File: src/rtl/ramp_pkg.sv
package ramp_pkg;

   typedef enum logic [1:0] {
      OP_HOLD   = 2'd0,
      OP_RELOAD = 2'd1,
      OP_SUB    = 2'd2,
      OP_CLEAR  = 2'd3
   } ramp_op_e;

endpackage

File: src/rtl/ramp_ctrl.sv
module ramp_ctrl
   import ramp_pkg::*;
(
   input  logic     rst,
   input  logic     en,
   input  logic     restart_eff,
   input  logic     acc_zero,
   input  logic     step_zero,
   input  logic     step_covers,
   output ramp_op_e op,
   output logic     wrap_set,
   output logic     take_step
);

   always_comb begin
      op        = OP_HOLD;
      wrap_set  = 1'b0;
      take_step = 1'b0;
      if (rst) begin
         op        = OP_RELOAD;
         take_step = 1'b1;
      end else if (restart_eff) begin
         op        = OP_RELOAD;
         take_step = 1'b1;
      end else if (en) begin
         if (acc_zero) begin
            op        = OP_RELOAD;
            wrap_set  = 1'b1;
            take_step = 1'b1;
         end else if (step_zero) begin
            op = OP_HOLD;
         end else if (step_covers) begin
            op = OP_CLEAR;
         end else begin
            op = OP_SUB;
         end
      end
   end

endmodule

File: src/rtl/ramp_step_reg.sv
module ramp_step_reg #(
   parameter int ACC_W = 16
) (
   input  logic             clk,
   input  logic             take,
   input  logic [ACC_W-1:0] step_in,
   output logic [ACC_W-1:0] step_q
);

   always_ff @(posedge clk) begin
      if (take) step_q <= step_in;
   end

endmodule

File: src/rtl/ramp_accum.sv
module ramp_accum
   import ramp_pkg::*;
#(
   parameter int ACC_W = 16
) (
   input  logic             clk,
   input  ramp_op_e         op,
   input  logic             wrap_set,
   input  logic [ACC_W-1:0] step,
   output logic [ACC_W-1:0] acc_q,
   output logic             wrap_q,
   output logic             acc_zero,
   output logic             step_zero,
   output logic             step_covers
);

   localparam logic [ACC_W-1:0] FULL = {ACC_W{1'b1}};

   logic [ACC_W-1:0] acc_d;

   assign acc_zero    = (acc_q == '0);
   assign step_zero   = (step == '0);
   assign step_covers = (step >= acc_q);

   always_comb begin
      unique case (op)
         OP_RELOAD: acc_d = FULL;
         OP_SUB:    acc_d = acc_q - step;
         OP_CLEAR:  acc_d = '0;
         default:   acc_d = acc_q;
      endcase
   end

   always_ff @(posedge clk) begin
      acc_q  <= acc_d;
      wrap_q <= wrap_set;
   end

endmodule

File: src/rtl/ramp_dac_map.sv
module ramp_dac_map #(
   parameter int ACC_W = 16,
   parameter int DAC_W = 12
) (
   input  logic [ACC_W-1:0] acc,
   output logic [DAC_W-1:0] code
);

   localparam int FRAC_W = ACC_W - DAC_W;

   generate
      if (FRAC_W == 0) begin : g_direct
         assign code = acc;
      end else begin : g_slice
         logic [FRAC_W-1:0] unused_frac;
         assign unused_frac = acc[FRAC_W-1:0];
         assign code        = acc[ACC_W-1:FRAC_W];
      end
   endgenerate

endmodule

File: src/rtl/slope_ramp_gen.sv
module slope_ramp_gen
   import ramp_pkg::*;
#(
   parameter int ACC_W      = 16,
   parameter int DAC_W      = 12,
   parameter bit RESTART_EN = 1'b1
) (
   input  logic             clk,
   input  logic             rst,
   input  logic             en,
   input  logic [ACC_W-1:0] step_in,
   input  logic             restart,
   output logic [DAC_W-1:0] dac_code,
   output logic             wrap
);

   generate
      if (DAC_W > ACC_W) begin : g_bad_width
         $error("slope_ramp_gen: DAC_W must not exceed ACC_W");
      end
      if (DAC_W < 1 || ACC_W < 2) begin : g_bad_size
         $error("slope_ramp_gen: widths too small");
      end
   endgenerate

   ramp_op_e         op;
   logic             wrap_set, take_step, restart_eff;
   logic             acc_zero, step_zero, step_covers;
   logic [ACC_W-1:0] step_q, acc_q;

   generate
      if (RESTART_EN) begin : g_restart
         assign restart_eff = restart;
      end else begin : g_no_restart
         logic unused_restart;
         assign unused_restart = restart;
         assign restart_eff    = 1'b0;
      end
   endgenerate

   ramp_ctrl u_ctrl (
      .rst         (rst),
      .en          (en),
      .restart_eff (restart_eff),
      .acc_zero    (acc_zero),
      .step_zero   (step_zero),
      .step_covers (step_covers),
      .op          (op),
      .wrap_set    (wrap_set),
      .take_step   (take_step)
   );

   ramp_step_reg #(.ACC_W(ACC_W)) u_step (
      .clk     (clk),
      .take    (take_step),
      .step_in (step_in),
      .step_q  (step_q)
   );

   ramp_accum #(.ACC_W(ACC_W)) u_acc (
      .clk         (clk),
      .op          (op),
      .wrap_set    (wrap_set),
      .step        (step_q),
      .acc_q       (acc_q),
      .wrap_q      (wrap),
      .acc_zero    (acc_zero),
      .step_zero   (step_zero),
      .step_covers (step_covers)
   );

   ramp_dac_map #(.ACC_W(ACC_W), .DAC_W(DAC_W)) u_map (
      .acc  (acc_q),
      .code (dac_code)
   );

endmodule

File: config.mk
export PLATFORM = sky130hd
export DESIGN_NAME = slope_ramp_gen
export DESIGN_NICKNAME = d
export VERILOG_FILES = /design/src/rtl/ramp_pkg.sv /design/src/rtl/ramp_ctrl.sv /design/src/rtl/ramp_step_reg.sv /design/src/rtl/ramp_accum.sv /design/src/rtl/ramp_dac_map.sv /design/src/rtl/slope_ramp_gen.sv
export SDC_FILE = /design/constraint.sdc
export NUM_CORES = 1
export LEC_CHECK = 0
export CAP_MARGIN = 20
export CORE_ASPECT_RATIO = 1.25
export CORE_MARGIN = 5
export CORE_UTILIZATION = 51
export CTS_BUF_LIST = sky130_fd_sc_hd__clkbuf_8 sky130_fd_sc_hd__clkbuf_16
export DETAILED_ROUTE_END_ITERATION = 12
export PLACE_DENSITY = 0.84
export SLEW_MARGIN = 20
export SYNTH_ARGS = -nofsm -noshare
export SYNTH_HDL_FRONTEND = slang
export SYNTH_HIERARCHICAL = 1
export SYNTH_SLANG_ARGS = --single-unit
File: constraint.sdc
create_clock -name clk -period 3.8 [get_ports clk]
set_input_delay 0.76 -clock clk [delete_from_list [all_inputs] [get_ports clk]]
set_output_delay 0.76 -clock clk [all_outputs]
set_load 0.01 [all_outputs]
==> run_results.csv <==
group,metric,value,unit
outcome,status,"finished clean",
timing,skew,0.00938,ns
placement,io_buffers,32,
logic_synthesis,synth_xor_area_frac,0.0155,
drt,drc,0,
critical_path,rrSetupSlack,0.50,ns
critical_path,regToRegEndpoint,"u_acc/acc_q[3]",
clock_network,clkSlewWorstSetupHoldPaths,0.07,ns
logic_synthesis,synth_mux_area_frac,0.00442,
drt,wl_per_cell,18.4,um
logic_synthesis,avgSynthCellArea,10.1,um2
logic_synthesis,synth_compound_area_frac,0.214,
floorplan,core-area,0.00436,mm2
timing,hold_viol_final,0,
placement,dpl_cell_area,0.00256,mm2
critical_path,cp.required,3.84,ns
logic_synthesis,yosys.area_share.simple,0.148,
timing,setup_viol,0,
drt,dr.pass1.iters,4,
critical_path,r2r_cells,12,
logic_synthesis,synth_edf_count,32,
finish,drive_above_1_share,0.0806,
min_path,hold_end,"u_acc/acc_q[0]",
timing,fmaxAchievable,303,MHz
floorplan,start_util,0.519,
placement,pre_cts_slack,0.561,ns
critical_path,cp_max_fo,11,
min_path,hp-start,"u_step/step_q[0]",
drt,drt-total-wl,5.64,mm
clock_network,cts_resized,0,
drt,num_vias,1868,
global_route,grt_max_degree,21,
clock_network,cts-root-buf,"clkbuf_8",
drt,via_per_inst,6.10,
min_path,min_path_cells,2,
clock_network,post-cts-setup-buffers,0,
floorplan,rows,27,
logic_synthesis,synth_nets,261,
logic_synthesis,synth_top_family_by_area,"compound AO/OA/AOI/OAI gates",
floorplan,die-area,0.00588,mm2
timing,drv_slew,0,
clock_network,hold_buffers,0,
pwr,power_leakage,0.965,nW
floorplan,die_y,84.5,um
finish,areaGrowthSynthToFinish,17.0,%
timing,rsz0062_at_grt,"false",
timing,fin_crit_sh,0.867,
floorplan,ioPinCount,33,
clock_network,clkLatencyLatePin,0.29,ns
finish,post-route-util,0.608,
placement,globalplace.congestion,0.920,
finish,diodes,0,
logic_synthesis,async_flop_share,0,
timing,period_needed,3.30,ns
critical_path,r2r_start,"u_step/step_q[0]",
logic_synthesis,ys_ff_latch,33,
timing,fin_ws,0.505,ns
logic_synthesis,ys_warn_count,6,
clock_network,cts_sinks,33,
drt,drt_iter0_drc,154,
logic_synthesis,syn-instance-count,224,
critical_path,crit_arrival,3.34,ns
critical_path,worst_setup_path_start_kind,"flop",
finish,fin_area,0.00265,mm2
timing,setup_tns,0,ns
run,maxCapViolCount,0,
clock_network,clock_path_buffers,2,
timing,slew_headroom,0.577,
global_route,antenna_found_initial,0,
global_route,grtUsageTotal,0.195,
logic_synthesis,seq_area_frac_synth,0.434,
clock_network,cts_made_buffers,5,
clock_network,tritoncts,"done",
logic_synthesis,synth_area,0.00226,mm2
placement,dp.final_hpwl,4.43,mm
logic_synthesis,synth_flop_cell,"edfxtp_1",
pwr,ir_drop,0.000248,V
pwr,power_density,377,mW/mm2
critical_path,endpoint_kind,"flop",
drt,ant_nets,0,
floorplan,die_w,69.6,um
critical_path,crit_type,"flop to flop",
finish,nFillCells,358,
timing,worst_pin_slew,0.633,ns
logic_synthesis,ys_types,53,
finish,final_nets,284,
logic_synthesis,synthAdderAreaFrac,0.0973,
clock_network,cts_htree_levels,2,
pwr,total_power,0.000997,W
min_path,hold_path.class,"flop to flop",
global_route,grt_overflow,0,
global_route,grt_pass1_wl,9.02,mm
global_route,grt_pass1_vias,1933,
## sequential cells by signal (all words and copies together), names as in the netlist
name / flops
u_acc/acc_q: 16
u_step/step_q: 16
u_acc/wrap_q: 1
## stage by stage
| stage | std cells | hold slack (ns) |
|---|---|---|
| 3_5_place_dp | 298 | 0.743 |
| 4_1_cts | 306 | 0.758 |
| 5_1_grt | 306 | 0.812 |
| 6_report | 306 | 0.776 |
| 3_3_place_gp | 298 | 0.718 |
| 2_1_floorplan | 224 | 0.684 |
## routing by layer
layer / vias to the layer above / routed length [um] / GRT usage
met4: 0 / 235 / 0.108
met1: 879 / 2130 / 0.201
li1: 894 / - / -
met2: 77 / 2930 / 0.359
met5: - / 0 / 0
met3: 18 / 340 / 0.0455
## worst max path at each step
stage                     depth (start not counted)              from               to  slack, ns
final                                            12  u_step/step_q[0]   u_acc/acc_q[3]       0.50
after global routing                             13  u_step/step_q[0]  u_acc/acc_q[15]       0.31
after detailed placement                         12  u_step/step_q[0]  u_acc/acc_q[10]       0.56
after global placement                           13    u_acc/acc_q[0]  u_acc/acc_q[10]       0.65
after CTS                                        12  u_step/step_q[0]   u_acc/acc_q[3]       0.55
after floorplan                                  12  u_step/step_q[0]   u_acc/acc_q[6]       0.78
## synthesized netlist by cell type (2+ instances only)
library cell  number  share of area
a211oi_2           2          0.011
o311ai_0           3          0.012
edfxtp_1          32           0.42
o21ai_1            2         0.0044
inv_1             20          0.033
buf_4             12          0.040
and4_1             2         0.0077
a21o_1             5          0.017
o21a_1             4          0.013
and2_1             2         0.0055
nor4_1             9          0.025
ha_1              16          0.088
clkbuf_1           3         0.0050
a31oi_1            2         0.0055
nand3_1            3         0.0066
nand2b_1           3         0.0083
nor3_1             6          0.013
a211oi_1           2         0.0066
and3_1             4          0.011
xor2_1             3          0.012
buf_2              3         0.0066
o31ai_1            3          0.010
o21ai_0           14          0.031
o31a_1             2         0.0077
nand2_1           14          0.023
nor2_1             7          0.012
nand4_1            5          0.014
o2111ai_1          3          0.012
a21oi_1           14          0.031
## cell families (layout without fill, tap and decap cells)
logic type,count (synthesis),after routing
XOR/XNOR,4,4
multiplexers,1,1
adder cells (fa/ha/maj),17,17
AO/OA/AOI/OAI,68,68
AND/OR/NAND/NOR,62,62
buffers and inverters,39,63
flip-flops,33,33
## layout by cell type, fill, tap and decap left out, types with 3 or more instances in the layout
master,instances
a21o_1,5
o21ai_0,14
o31ai_1,3
nand3_1,3
o21a_1,4
nand2b_1,3
clkinvlp_4,3
o2111ai_1,3
nor3_1,6
buf_4,3
nand2_1,14
o311ai_0,3
nor2_1,7
inv_1,20
nor4_1,9
clkdlybuf4s50_1,32
clkbuf_8,5
and3_1,4
xor2_1,3
edfxtp_1,32
nand4_1,5
ha_1,16
a21oi_1,14
## where the power goes
part / switching, W / total, W / internal (W)
Combinational: 0.000166 / 0.000278 / 0.000112
Sequential: 0.0000179 / 0.000446 / 0.000428
Clock: 0.000145 / 0.000273 / 0.000128
Total: 0.000329 / 0.000997 / 0.000669
## cell type report
cell class	count	area, um2	share of cell area
well taps	58	72.6	0.0274
flip-flops and latches	33	981	0.371
clock buffers	5	68.8	0.0260
repair buffers	35	343	0.129
multi-input cells	152	1080	0.410
clock inverters	3	22.5	0.00851
inverters	20	75.1	0.0284
## worst max-delay path, stage by stage, from the launching register on
cell and delay, ns:
edfxtp_1 0.41, ha_1 0.22, fa_1 0.39, nand2b_1 0.21
a211oi_4 0.34, o21ai_1 0.16, a21o_1 0.17, a22o_1 0.22
nand3b_1 0.08, nand3_1 0.09, inv_1 0.23, nand2_1 0.25
buf_4 0.27
Note: power is estimated with default switching activity, not from simulation.
